$ cat config.mk
export PLATFORM = sky130hd
export DESIGN_NAME = mw_eeprom_reader
export DESIGN_NICKNAME = d
export VERILOG_FILES = /design/src/rtl/mw_eeprom_pkg.sv /design/src/rtl/mw_half_timer.sv /design/src/rtl/mw_cmd_shift.sv /design/src/rtl/mw_rx_shift.sv /design/src/rtl/mw_eeprom_reader.sv
export SDC_FILE = /design/constraint.sdc
export NUM_CORES = 1
export LEC_CHECK = 0
export BUFFER_PORTS_ARGS = -buffer_cell sky130_fd_sc_hd__buf_2
export CAP_MARGIN = 10
export CELL_PAD_IN_SITES_DETAIL_PLACEMENT = 1
export CELL_PAD_IN_SITES_GLOBAL_PLACEMENT = 1
export CORE_UTILIZATION = 39
export DETAILED_ROUTE_END_ITERATION = 7
export GPL_ROUTABILITY_DRIVEN = 0
export GPL_TIMING_DRIVEN = 0
export PLACE_DENSITY_LB_ADDON = 0.1
export SYNTH_ARGS = -nofsm -noshare
export SYNTH_HDL_FRONTEND = slang
export SYNTH_SLANG_ARGS = --single-unit
$ cat constraint.sdc
create_clock -name clk -period 6.85 [get_ports clk]
set_input_delay 1.37 -clock clk [delete_from_list [all_inputs] [get_ports clk]]
set_output_delay 1.37 -clock clk [all_outputs]
set_load 0.01 [all_outputs]
$ cat src/rtl/mw_eeprom_pkg.sv
package mw_eeprom_pkg;

    localparam int unsigned MW_WORD_W     = 16;
    localparam int unsigned MW_CMD_BITS   = 11;
    localparam int unsigned MW_ADDR_FIELD = MW_CMD_BITS - 3;
    localparam int unsigned MW_ADDR_SHIFT = MW_WORD_W - MW_CMD_BITS;
    localparam logic [MW_WORD_W-1:0] MW_READ_OP = 16'hC000;

    typedef enum logic [3:0] {
        ST_IDLE,
        ST_ENTRY,
        ST_CS_UP,
        ST_CLK_UP,
        ST_CMD_LO,
        ST_CMD_HI,
        ST_RD_LO,
        ST_RD_HI,
        ST_EX_CLK,
        ST_EX_CS,
        ST_EX_PROT
    } mw_state_e;

endpackage

$ cat src/rtl/mw_half_timer.sv
module mw_half_timer #(
    parameter int unsigned CNT_W = 8
) (
    input  logic             clk,
    input  logic             rst_n,
    input  logic             load_i,
    input  logic [CNT_W-1:0] reload_i,
    output logic             expire_o
);

    logic [CNT_W-1:0] cnt_d, cnt_q;

    always_comb begin
        cnt_d = cnt_q;
        if (load_i) begin
            cnt_d = reload_i;
        end else if (cnt_q != '0) begin
            cnt_d = cnt_q - CNT_W'(1);
        end
    end

    always_ff @(posedge clk or negedge rst_n) begin
        if (!rst_n) begin
            cnt_q <= '0;
        end else begin
            cnt_q <= cnt_d;
        end
    end

    assign expire_o = (cnt_q == '0);


    count_monotonic_chk: assert property (@(posedge clk) disable iff (!rst_n)
        !load_i |=> (cnt_q <= $past(cnt_q)));


    count_reload_chk: assert property (@(posedge clk) disable iff (!rst_n)
        load_i |=> (cnt_q == $past(reload_i)));

endmodule

$ cat src/rtl/mw_cmd_shift.sv
module mw_cmd_shift #(
    parameter int unsigned WORD_W = 16
) (
    input  logic              clk,
    input  logic              rst_n,
    input  logic              load_i,
    input  logic [WORD_W-1:0] word_i,
    input  logic              shift_i,
    output logic              msb_o,
    output logic              next_o
);

    logic [WORD_W-1:0] sh_d, sh_q;

    always_comb begin
        sh_d = sh_q;
        if (load_i) begin
            sh_d = word_i;
        end else if (shift_i) begin
            sh_d = {sh_q[WORD_W-2:0], 1'b0};
        end
    end

    always_ff @(posedge clk or negedge rst_n) begin
        if (!rst_n) begin
            sh_q <= '0;
        end else begin
            sh_q <= sh_d;
        end
    end

    assign msb_o  = sh_q[WORD_W-1];
    assign next_o = sh_q[WORD_W-2];


    cmd_order_chk: assert property (@(posedge clk) disable iff (!rst_n)
        (shift_i && !load_i) |=> (msb_o == $past(next_o)));

endmodule

$ cat src/rtl/mw_rx_shift.sv
module mw_rx_shift #(
    parameter int unsigned WORD_W = 16
) (
    input  logic              clk,
    input  logic              rst_n,
    input  logic              clear_i,
    input  logic              shift_i,
    input  logic              bit_i,
    output logic [WORD_W-1:0] word_o
);

    logic [WORD_W-1:0] rx_d, rx_q;

    always_comb begin
        rx_d = rx_q;
        if (clear_i) begin
            rx_d = '0;
        end else if (shift_i) begin
            rx_d = {rx_q[WORD_W-2:0], bit_i};
        end
    end

    always_ff @(posedge clk or negedge rst_n) begin
        if (!rst_n) begin
            rx_q <= '0;
        end else begin
            rx_q <= rx_d;
        end
    end

    assign word_o = rx_q;


    rx_capture_chk: assert property (@(posedge clk) disable iff (!rst_n)
        (shift_i && !clear_i) |=> (word_o[0] == $past(bit_i)));

endmodule

$ cat src/rtl/mw_eeprom_reader.sv
module mw_eeprom_reader
    import mw_eeprom_pkg::*;
#(
    parameter int unsigned ADDR_W = 7,
    parameter int unsigned DIV_W  = 8
) (
    input  logic              clk,
    input  logic              rst_n,
    input  logic              start_i,
    input  logic [ADDR_W-1:0] addr_i,
    input  logic [DIV_W-1:0]  half_i,
    output logic              busy_o,
    output logic              done_o,
    output logic [15:0]       data_o,
    output logic              cs_o,
    output logic              sk_o,
    output logic              prot_o,
    output logic              dout_o,
    input  logic              din_i
);

    localparam int unsigned CNT_W   = $clog2(MW_WORD_W);
    localparam logic [CNT_W-1:0] LAST_CMD = CNT_W'(MW_CMD_BITS - 1);
    localparam logic [CNT_W-1:0] LAST_RD  = CNT_W'(MW_WORD_W - 1);

    typedef struct packed {
        mw_state_e        state;
        logic [CNT_W-1:0] bitcnt;
        logic [DIV_W-1:0] half_m1;
        logic             cs;
        logic             sk;
        logic             prot;
        logic             dout;
        logic             done;
    } regs_t;

    localparam regs_t REGS_RESET = '{
        state:   ST_IDLE,
        bitcnt:  '0,
        half_m1: '0,
        cs:      1'b0,
        sk:      1'b1,
        prot:    1'b1,
        dout:    1'b0,
        done:    1'b0
    };

    regs_t r_d, r_q;

    logic                 tmr_load, tmr_expire;
    logic                 cmd_load, cmd_shift, cmd_msb, cmd_next;
    logic                 rx_clear, rx_shift;
    logic [MW_WORD_W-1:0] cmd_word;
    logic                 step;

    assign cmd_word = MW_READ_OP | (MW_WORD_W'(addr_i) << MW_ADDR_SHIFT);

    always_comb begin
        r_d       = r_q;
        r_d.done  = 1'b0;
        cmd_load  = 1'b0;
        cmd_shift = 1'b0;
        rx_clear  = 1'b0;
        rx_shift  = 1'b0;
        step      = tmr_expire && (r_q.state != ST_IDLE);

        case (r_q.state)
            ST_IDLE: begin
                if (start_i) begin
                    r_d.state   = ST_ENTRY;
                    r_d.half_m1 = (half_i == '0) ? '0 : (half_i - DIV_W'(1));
                    r_d.bitcnt  = '0;
                    r_d.cs      = 1'b0;
                    r_d.sk      = 1'b0;
                    r_d.prot    = 1'b0;
                    r_d.dout    = 1'b0;
                    cmd_load    = 1'b1;
                    rx_clear    = 1'b1;
                end
            end
            ST_ENTRY: begin
                if (step) begin
                    r_d.state = ST_CS_UP;
                    r_d.cs    = 1'b1;
                end
            end
            ST_CS_UP: begin
                if (step) begin
                    r_d.state = ST_CLK_UP;
                    r_d.sk    = 1'b1;
                end
            end
            ST_CLK_UP: begin
                if (step) begin
                    r_d.state  = ST_CMD_LO;
                    r_d.sk     = 1'b0;
                    r_d.dout   = cmd_msb;
                    r_d.bitcnt = '0;
                end
            end
            ST_CMD_LO: begin
                if (step) begin
                    r_d.state = ST_CMD_HI;
                    r_d.sk    = 1'b1;
                end
            end
            ST_CMD_HI: begin
                if (step) begin
                    cmd_shift = 1'b1;
                    r_d.sk    = 1'b0;
                    if (r_q.bitcnt == LAST_CMD) begin
                        r_d.state  = ST_RD_LO;
                        r_d.dout   = 1'b0;
                        r_d.bitcnt = '0;
                    end else begin
                        r_d.state  = ST_CMD_LO;
                        r_d.dout   = cmd_next;
                        r_d.bitcnt = r_q.bitcnt + CNT_W'(1);
                    end
                end
            end
            ST_RD_LO: begin
                if (step) begin
                    r_d.state = ST_RD_HI;
                    r_d.sk    = 1'b1;
                end
            end
            ST_RD_HI: begin
                if (step) begin
                    rx_shift = 1'b1;
                    r_d.sk   = 1'b0;
                    if (r_q.bitcnt == LAST_RD) begin
                        r_d.state = ST_EX_CLK;
                    end else begin
                        r_d.state  = ST_RD_LO;
                        r_d.bitcnt = r_q.bitcnt + CNT_W'(1);
                    end
                end
            end
            ST_EX_CLK: begin
                if (step) begin
                    r_d.state = ST_EX_CS;
                    r_d.cs    = 1'b0;
                end
            end
            ST_EX_CS: begin
                if (step) begin
                    r_d.state = ST_EX_PROT;
                    r_d.prot  = 1'b1;
                end
            end
            ST_EX_PROT: begin
                if (step) begin
                    r_d.state = ST_IDLE;
                    r_d.sk    = 1'b1;
                    r_d.done  = 1'b1;
                end
            end
            default: begin
                r_d = REGS_RESET;
            end
        endcase

        tmr_load = (r_d.state != r_q.state);
    end

    always_ff @(posedge clk or negedge rst_n) begin
        if (!rst_n) begin
            r_q <= REGS_RESET;
        end else begin
            r_q <= r_d;
        end
    end

    mw_half_timer #(
        .CNT_W (DIV_W)
    ) i_timer (
        .clk      (clk),
        .rst_n    (rst_n),
        .load_i   (tmr_load),
        .reload_i (r_d.half_m1),
        .expire_o (tmr_expire)
    );

    mw_cmd_shift #(
        .WORD_W (MW_WORD_W)
    ) i_cmd (
        .clk     (clk),
        .rst_n   (rst_n),
        .load_i  (cmd_load),
        .word_i  (cmd_word),
        .shift_i (cmd_shift),
        .msb_o   (cmd_msb),
        .next_o  (cmd_next)
    );

    mw_rx_shift #(
        .WORD_W (MW_WORD_W)
    ) i_rx (
        .clk     (clk),
        .rst_n   (rst_n),
        .clear_i (rx_clear),
        .shift_i (rx_shift),
        .bit_i   (din_i),
        .word_o  (data_o)
    );

    assign busy_o = (r_q.state != ST_IDLE);
    assign done_o = r_q.done;
    assign cs_o   = r_q.cs;
    assign sk_o   = r_q.sk;
    assign prot_o = r_q.prot;
    assign dout_o = r_q.dout;


    start_ignored_chk: assert property (@(posedge clk) disable iff (!rst_n)
        busy_o |=> $stable(r_q.half_m1));


    done_single_chk: assert property (@(posedge clk) disable iff (!rst_n)
        done_o |=> !done_o);


    busy_done_chk: assert property (@(posedge clk) disable iff (!rst_n)
        done_o |-> (!busy_o && sk_o && !cs_o));


    select_entry_chk: assert property (@(posedge clk) disable iff (!rst_n)
        $rose(cs_o) |-> (!sk_o && !prot_o && !dout_o));


    protect_exit_chk: assert property (@(posedge clk) disable iff (!rst_n)
        $rose(prot_o) |-> (!cs_o && !sk_o));


    dout_quiet_chk: assert property (@(posedge clk) disable iff (!rst_n)
        (r_q.state inside {ST_RD_LO, ST_RD_HI, ST_EX_CLK, ST_EX_CS, ST_EX_PROT}) |-> !dout_o);


    bit_hold_chk: assert property (@(posedge clk) disable iff (!rst_n)
        (cs_o && $rose(sk_o)) |-> $stable(dout_o));

endmodule

# --- Word-level counts from Yosys, hierarchy flattened ---
# Index checks and enable logic that the tools add are counted.
totals:
  inputBits: 19
  output_inout_bits: 22
  reg_bits: 61
  wordCells: 103
op_classes:
  muxes: 39
  bitwise_logic: 5
  addsub: 3
  eq_ne: 23
  reduce_logical: 22
ops:
  columns: ["op", "count"]
  rows:
  - ["$mux 16", 4]
  - ["$mux 8", 6]
  - ["$pmux 4 s11", 1]
  - ["$mux 4", 9]
  - ["$eq 4x4->1 const B", 5]
  - ["$mux 20", 1]
  - ["$pmux 4 s5", 1]
  - ["$eq 4x3->1 const B", 4]
  - ["$logic_not 8->1", 2]
  - ["$ne 2x2->1 const B", 8]
  - ["$pmux 8 s2", 1]
  - ["$reduce_or 8->1", 2]
  - ["$sub 8x1->8 const B", 2]
  - ["$pmux 1 s4", 3]
  - ["$reduce_and 4->1", 3]
  - ["$mux 1", 11]
  - ["$reduce_or 10->1", 1]
  - ["$reduce_or 9->1", 1]
  - ["$eq 4x2->1 const B", 2]
  - ["$reduce_bool 8->1", 1]
  - ["$reduce_or 7->1", 1]
  - ["$mux 6", 1]
  - ["$reduce_and 6->1", 1]
  - ["$reduce_bool 2->1", 3]
  - ["12 further kinds", 18]

# --- Logic depth before layout (Yosys ltp) ---
# Gate-level depths: netlist (run 1).
logic_depth:
  depth_word: 6
  depth_mapped: 10
  ltp_nobuf: 7

# --- By module ---
# Synthesis (run 1) repeated with hierarchy kept, for this count alone.
hier_totals:
  cells_unflattened: 334
  area_unflattened_um2: 3289.4
modules_own_cells:
  columns: ["mod", "n_inst", "seq_area_each_um2", "cells_per_inst", "area_each_um2"]
  rows:
  - ["mw_eeprom_reader", 1, 528.0, 157, 1392.6]
  - ["mw_cmd_shift", 1, 400.4, 69, 742.0]
  - ["mw_rx_shift", 1, 400.4, 52, 660.6]
  - ["mw_half_timer", 1, 200.2, 56, 494.2]

# --- Least setup slack after synthesis (run 1) ---
# OpenSTA, ideal clock, no wires.
synth_timing:
  path_type: "input-to-reg"
  from: "input half_i[2]"
  to: "register i_timer.cnt_q[7]"
  setup_ns: 0.119
  setup_slack_ns: 3.897
  t_required_ns: 6.731
  n_path_buf: 0
  arrival_time_ns: 2.834
  path_stages: 5
  cell_sequence: "or4_1 nor4_1 mux2_2 a22o_1 o21a_1"
synth_via:
  elab_chain_cells: 5
  word_cells_on_any_way: 6
  cone_classes: "add/sub (1); mux (4); reduce/logical (1)"
synth_rtl:
  columns: ["item", "line", "source"]
  rows:
  - ["from (decl)", "mw_eeprom_reader.sv:11", "input logic [DIV_W-1:0] half_i,"]
  - ["$sub 8x1->8 / $logic_not 8->1 (equally long branches)", "mw_eeprom_reader.sv:71", "r_d.half_m1 = (half_i == '0) ? '0 : (half_i - DIV_W'(1));"]
  - ["$mux 8 (*)", "mw_eeprom_reader.sv:71", null]
  - ["$mux 20 (*)", "mw_eeprom_reader.sv:69", "if (start_i) begin"]
  - ["$pmux 8 s2 (*)", "mw_eeprom_reader.sv:67", "case (r_q.state)"]
  - ["named net i_timer.reload_i[7]", "mw_half_timer.sv:7", "input logic [CNT_W-1:0] reload_i,"]
  - ["$mux 8 (*)", "mw_half_timer.sv:15", "if (load_i) begin"]
  - ["to (signal assigned)", "mw_half_timer.sv:26", "cnt_q <= cnt_d;"]
  - ["to (decl)", "mw_half_timer.sv:11", "logic [CNT_W-1:0] cnt_d, cnt_q;"]
# The timed path passes the listed nets; every way through them passes the cells marked *. The select of a mux whose other input is x is not followed.
# A chain may end at the register's enable or synchronous reset.

# --- Worst setup path after layout (run 1) ---
layout_timing:
  from: "input start_i"
  to: "register i_timer.cnt_q[0]"
layout_via:
  word_cells_on_any_way: 6
  cone_classes: "eq/ne (1); mux (4); reduce/logical (1)"
layout_rtl:
  columns: ["item", "line", "source"]
  rows:
  - ["from (decl)", "mw_eeprom_reader.sv:9", "input logic start_i,"]
  - ["$mux 20", "mw_eeprom_reader.sv:69", null]
  - ["$pmux 8 s2", "mw_eeprom_reader.sv:67", null]
  - ["named net i_timer.reload_i[0]", "mw_half_timer.sv:7", null]
  - ["$mux 8", "mw_half_timer.sv:15", null]
# The timed path passes the listed nets, and every way through them passes these cells. The select of a mux whose other input is x is not followed.

==> flow_summary.yaml, run 1 <==
status:
  status: "finished clean"
worst_setup_path:
  cp_top_family: "simple AND/OR/NAND/NOR gates"
  path_cells: "buf_2, nand2b_1, nor2_1, nor2_1, a22o_1, mux2_2"
  required_ns: 7.07
  start_kind: "input port"
  cp_common_cell: "nor2_1"
  critPathCaptureType: "flop"
  cp_slowest_cell: "nor2_1"
  cp.arrival_ns: 3.20
  crit_type: "input port to flop"
  critical_path_buf_inv_count: 1
  crit_fanout: 10
  max_stage_delay_ns: 0.66
route:
  routed_wl_um: 7570
  wire_per_inst_um: 16.2
  routed_via_density: 5.46
  drt_iter0_drc: 144
  drcViolationCount: 0
  ant_nets: 0
  firstDrtPassIters: 4
  vias: 2544
cts:
  cts_resized: 0
  cts_setup_buffers: 0
  cts.path.max_buffers: 2
  cts_buffers: 5
  cts_tree: "yes"
  clock_sinks: 56
  cts_root_buffer: "clkbuf_8"
  insertion_delay_ns: 0.32
  hold_buffers: 0
  clkTransAtPathRegs_ns: 0.11
  htree_levels: 2
timing:
  worst_pin_slew_ns: 0.829
  worst_hold_slack_ns: 0.494
  slew_headroom_pct: 44.5
  period_minus_slack_ns: 2.98
  max_freq_ghz: 0.335
  drv_slew: 0
  rsz0062_at_grt: "false"
  finalSetupViolCount: 0
  fin_crit_sh_pct: 43.6
  finalSetupTns_ns: 0
  skew_ns: 0.0171
  finalHoldViolations: 0
  setup_slack_ns: 3.87
power:
  netSwitchingFraction_pct: 36.0
  p_seq_share_pct: 47.7
  power.internal_mw: 0.733
  clkPwrFrac_pct: 19.2
  leakage_nw: 1.53
  switchingPower_mw: 0.412
  powerDensity_nw_per_um2: 347
  vdd_drop_max_mv: 0.121
  p_comb_share_pct: 33.1
yosys:
  synth-seq-cells: 56
  syn_inst: 321
  muxShareOfSynthArea_pct: 1.93
  yosys.area_share.simple_pct: 24.8
  ys.flop_type: "dfrtp_1"
  ys_types: 41
  syn_area_per_cell_sq_um: 8.90
  synth_warnings: 0
  synthArstFlopShare_pct: 100
  synth_top_family_by_area: "simple AND/OR/NAND/NOR gates"
  synth_edf_count: 0
  synthXorXnorAreaFrac_pct: 3.37
  synth-seq-area-share_pct: 49.1
  syn-num-nets: 345
  synth_area_sq_um: 2860
  synth-compound-area-share_pct: 14.2
  synth-adder-area-share_pct: 2.19
floorplan:
  io_pins: 41
  die_y_um: 87.6
  rows: 30
  die-area_sq_um: 7670
  die_x_um: 87.6
  initial_utilization_pct: 41.1
  core-area_sq_um: 6940
min_path:
  worstHoldPathType: "flop to flop"
placement:
  dp_slack_ns: 3.51
  placed_area_sq_um: 3200
  numPortBuffers: 40
  dpl.hpwl_um: 5430
layout:
  final_nets: 393
  area_growth_pct: 15.6
  fillCellCount: 866
  drive_gt1_share_pct: 17.0
  antennaDiodeCount: 0
  fin_util_pct: 47.6
  final_cell_area_sq_um: 3300
flow_run:
  cap_violations: 0
grt:
  grt_max_degree: 32
  grt_pass1_vias: 2507
  track_usage_pct: 21.6
  overflow: 0
  grt_first_pass_wirelength_um: 12800
  antenna_found_initial: 0
## per-layer routing
| metal | vias up | global-route usage (%) | part of all wire, % |
|---|---|---|---|
| li1 | 1221 | - | - |
| met1 | 1270 | 30.1 | 48 |
| met2 | 43 | 35.0 | 47 |
| met3 | 10 | 3.20 | 3.1 |
| met4 | 0 | 6.41 | 1.5 |
| met5 | - | 0 | 0 |
## sequential cells by signal (all words and copies together) (netlist names)
name           flops
i_rx.word_o       16
i_cmd.sh_q        11
dout_o             1
cs_o               1
done_o             1
r_q               16
i_timer.cnt_q      8
prot_o             1
sk_o               1
## power by group through the flow
stage | Sequential, mW | Clock [mW] | Combinational (mW)
final | 0.546 | 0.220 | 0.379
after global routing | 0.565 | 0.236 | 0.437
after CTS | 0.548 | 0.225 | 0.385
after detailed placement | 0.554 | 0 | 0.382
after global placement | 0.548 | 0 | 0.368
after floorplan | 0.555 | 0 | 0.242
## cells by family after synthesis
family | Yosys count
DFF | 56
buffers and inverters | 30
and+or+nand+nor | 151
muxes | 5
AOI/OAI and AO/OA | 63
xor gates and xnor gates | 11
adders and majority gates | 5
## layout by cell type, fill, tap and decap left out, drive strengths merged, types with 4 or more instances in the layout
| cell | instances |
|---|---|
| a22o | 5 |
| ha | 5 |
| a21oi | 15 |
| buf | 48 |
| clkbuf | 16 |
| nand3 | 36 |
| nand2 | 58 |
| mux2 | 4 |
| xnor2 | 5 |
| nor4 | 6 |
| dfrtp | 54 |
| xor2 | 6 |
| inv | 14 |
| a31oi | 5 |
| o21ai | 16 |
| nand4 | 4 |
| or3 | 4 |
| nor2 | 23 |
| nor3 | 10 |
| o21a | 5 |
## cell type report
type | count | area (sq um) | share of cell area [%]
multi-input combinational | 235 | 1330 | 40.2
buffer | 16 | 72.6 | 2.20
clock buffer | 7 | 76.3 | 2.31
inverter | 14 | 52.6 | 1.59
timing repair buffer | 41 | 220 | 6.67
clock inverter | 1 | 30.0 | 0.909
tap | 96 | 120 | 3.64
sequential | 56 | 1400 | 42.5
## cell usage after synthesis (3+ instances only)
| master | number | area, sq um |
|---|---|---|
| o21ai_0 | 16 | 80.1 |
| nor4_1 | 6 | 37.5 |
| nand2_1 | 58 | 218 |
| ha_1 | 5 | 62.6 |
| nor2_1 | 23 | 86.3 |
| xor2_1 | 6 | 52.6 |
| o21a_1 | 5 | 37.5 |
| a21o_1 | 3 | 22.5 |
| dfrtp_1 | 54 | 1350 |
| a31oi_1 | 5 | 31.3 |
| o22ai_1 | 3 | 18.8 |
| nand2b_1 | 3 | 18.8 |
| inv_1 | 14 | 52.6 |
| a21oi_1 | 15 | 75.1 |
| xnor2_1 | 5 | 43.8 |
| a22o_1 | 5 | 43.8 |
| nand3_1 | 36 | 180 |
| or3_1 | 4 | 25.0 |
| mux2_2 | 4 | 45.0 |
| nand4_1 | 4 | 25.0 |
| nor3_1 | 8 | 40.0 |
| clkbuf_1 | 9 | 33.8 |
| buf_2 | 4 | 20.0 |
## path summary, 6_finish.rpt
| kind | to | cells after the start | from | slack [ns] |
|---|---|---|---|---|
| min in group asynchronous | r_q[10]$_DFF_PN0_ | 1 | rst_n | 1.06 |
| setup reg to reg | i_timer.cnt_q[0]$_DFFE_PN0P_ | 6 | r_q[18]$_DFF_PN0_ | 4.15 |
| hold reg to reg | i_cmd.sh_q[12]$_DFFE_PN0P_ | 2 | i_cmd.sh_q[11]$_DFFE_PN0P_ | 0.49 |
| setup / recovery | i_timer.cnt_q[0]$_DFFE_PN0P_ | 6 | start_i | 3.87 |
| max in group asynchronous | sk_o$_DFFE_PN1P_ | 2 | rst_n | 5.12 |
| hold / removal | i_cmd.sh_q[12]$_DFFE_PN0P_ | 2 | i_cmd.sh_q[11]$_DFFE_PN0P_ | 0.49 |
## worst reg2reg max path: stages (launching register included)
cell and delay [ns]:
dfrtp_1 0.39, clkbuf_1 0.23, or3_1 0.40, nor2_1 0.65, nor2_1 0.35, a22o_1 0.33
mux2_2 0.26
## per-stage QoR
stage / instances / total power [mW]
final: 466 / 1.15
after global routing: 466 / 1.24
after CTS: 466 / 1.16
after detailed placement: 458 / 0.936
after global placement: 457 / 0.916
after floorplan: 321 / 0.797
Power figures use the tool's default switching activity.
==> inputs of run 2 (changes only) <==
clock period = 2.7 ns   (was 6.85 ns; I/O delays follow)
==> flow_summary.yaml, run 2 (same netlist as run 1, synthesis figures left out) <==
layout:
  fillCellCount: 863
  final_cell_area_sq_um: 3320
  final_cell_mix: "nand2_1, dfrtp_1, buf_2"
  fin_util_pct: 47.8
  layout_commonest_cell: "nand2_1"
  drive_gt1_share_pct: 17.8
  area_growth_pct: 16.3
  fin_cells: 466
  antennaDiodeCount: 0
  final_nets: 393
floorplan:
  core-area_sq_um: 6940
  die-area_sq_um: 7670
  die_y_um: 87.6
  die_x_um: 87.6
  io_pins: 41
  initial_utilization_pct: 41.1
  rows: 30
timing:
  max_freq_ghz: 0.394
  setup_slack_ns: 0.161
  rsz0062_at_grt: "false"
  period_minus_slack_ns: 2.54
  drv_slew: 0
  finalHoldViolations: 0
  finalSetupViolCount: 0
  slew_headroom_pct: 57.0
  skew_ns: 0.0166
  worst_hold_slack_ns: 0.225
  worst_pin_slew_ns: 0.645
  fin_crit_sh_pct: 94.0
cts:
  clkTransAtPathRegs_ns: 0.11
  cts_root_buffer: "clkbuf_8"
  htree_levels: 2
  cts_buffers: 5
  cts_setup_buffers: 0
  hold_buffers: 0
  cts.path.max_buffers: 2
  clock_sinks: 56
  insertion_delay_ns: 0.32
  cts_tree: "yes"
route:
  routed_wl_um: 7500
  ant_nets: 0
  routed_via_density: 5.52
  drcViolationCount: 0
  firstDrtPassIters: 4
  wire_per_inst_um: 16.1
  vias: 2571
  drt_iter0_drc: 146
worst_setup_path:
  start_kind: "flop"
  crit_start: "i_timer.cnt_q[2]$_DFFE_PN0P_"
  max_stage_delay_ns: 0.61
  required_ns: 2.94
  cp_top_family: "simple AND/OR/NAND/NOR gates"
  crit_fanout: 10
  path_cells: "or4_4, or4_1, nor3_1, buf_2, a21oi_1, a21oi_1"
  cp_common_cell: "a21oi_1"
  crit_type: "flop to flop"
  critical_path_buf_inv_count: 1
  cp.arrival_ns: 2.78
  timing.rr.start: "i_timer.cnt_q[2]$_DFFE_PN0P_"
  critPathCaptureType: "flop"
  cp_slowest_cell: "or4_4"
grt:
  antenna_found_initial: 0
  grt_first_pass_wirelength_um: 12800
  grt_pass1_vias: 2507
  overflow: 0
  track_usage_pct: 21.6
  grt_max_degree: 32
min_path:
  worstHoldPathType: "input port to asynchronous set/reset pin"
power:
  vdd_drop_max_mv: 0.309
  leakage_nw: 1.54
  powerDensity_nw_per_um2: 879
placement:
  dp.cells: 458
  numPortBuffers: 40
  dp_slack_ns: -0.0215
  dpl.hpwl_um: 5430
  placed_area_sq_um: 3200
status:
  status: "finished clean"
flow_run:
  cap_violations: 0
-- run 2: layout make-up --
cell class              instances  area [sq um]  share of cell area [%]
clock buffers                   7          76.3                    2.30
clock inverters                 1          30.0                   0.904
multi-input cells             235          1350                    40.5
plain buffers                  16          72.6                    2.19
flip-flops and latches         56          1400                    42.3
well taps                      96           120                    3.62
inverters                      14          52.6                    1.58
repair buffers                 41           220                    6.63
-- run 2: per-stage QoR --
step / total power [mW] / TNS, ns
2_1_floorplan: 2.02 / 0
3_3_place_gp: 2.32 / 0
3_5_place_dp: 2.38 / -0.0215
4_1_cts: 2.94 / 0
5_1_grt: 3.15 / 0
6_report: 2.92 / 0
-- run 2: metal layers --
layer	share of wire, %	track usage, %	routed length, um	vias to the layer above
li1	-	-	-	1225
met1	47	30.1	3530	1282
met2	48	35.0	3590	54
met3	3.7	3.20	274	10
met4	1.4	6.41	107	0
met5	0	0	0	-
-- run 2: path summary, 6_finish.rpt --
kind,end,slack (ns),depth (start not counted)
hold / removal,r_q[10]$_DFF_PN0_,0.23,1
max in group asynchronous,sk_o$_DFFE_PN1P_,1.80,2
setup reg to reg,i_cmd.sh_q[10]$_DFFE_PN0P_,0.16,6
hold reg to reg,i_cmd.sh_q[12]$_DFFE_PN0P_,0.49,2
setup / recovery,i_cmd.sh_q[10]$_DFFE_PN0P_,0.16,6
min in group clk,i_cmd.sh_q[9]$_DFFE_PN0P_,0.44,3
-- run 2: where the power goes --
| part | total [mW] | switching (mW) | internal [mW] |
|---|---|---|---|
| Clock | 0.558 | 0.280 | 0.278 |
| Sequential | 1.39 | 0.231 | 1.16 |
| Combinational | 0.970 | 0.546 | 0.424 |
-- run 2: worst reg2reg max path, stage by stage, from the launching register on --
cell and delay [ns]:
dfrtp_1 0.45, or4_4 0.61, or4_1 0.59, nor3_1 0.27
buf_2 0.27, a21oi_1 0.10, a21oi_1 0.16
-- run 2: repair_timing --
item	in CTS	in global routing
pin swaps	0	0
gates resized for setup	1	3
endpoints found under the setup margin	1	5
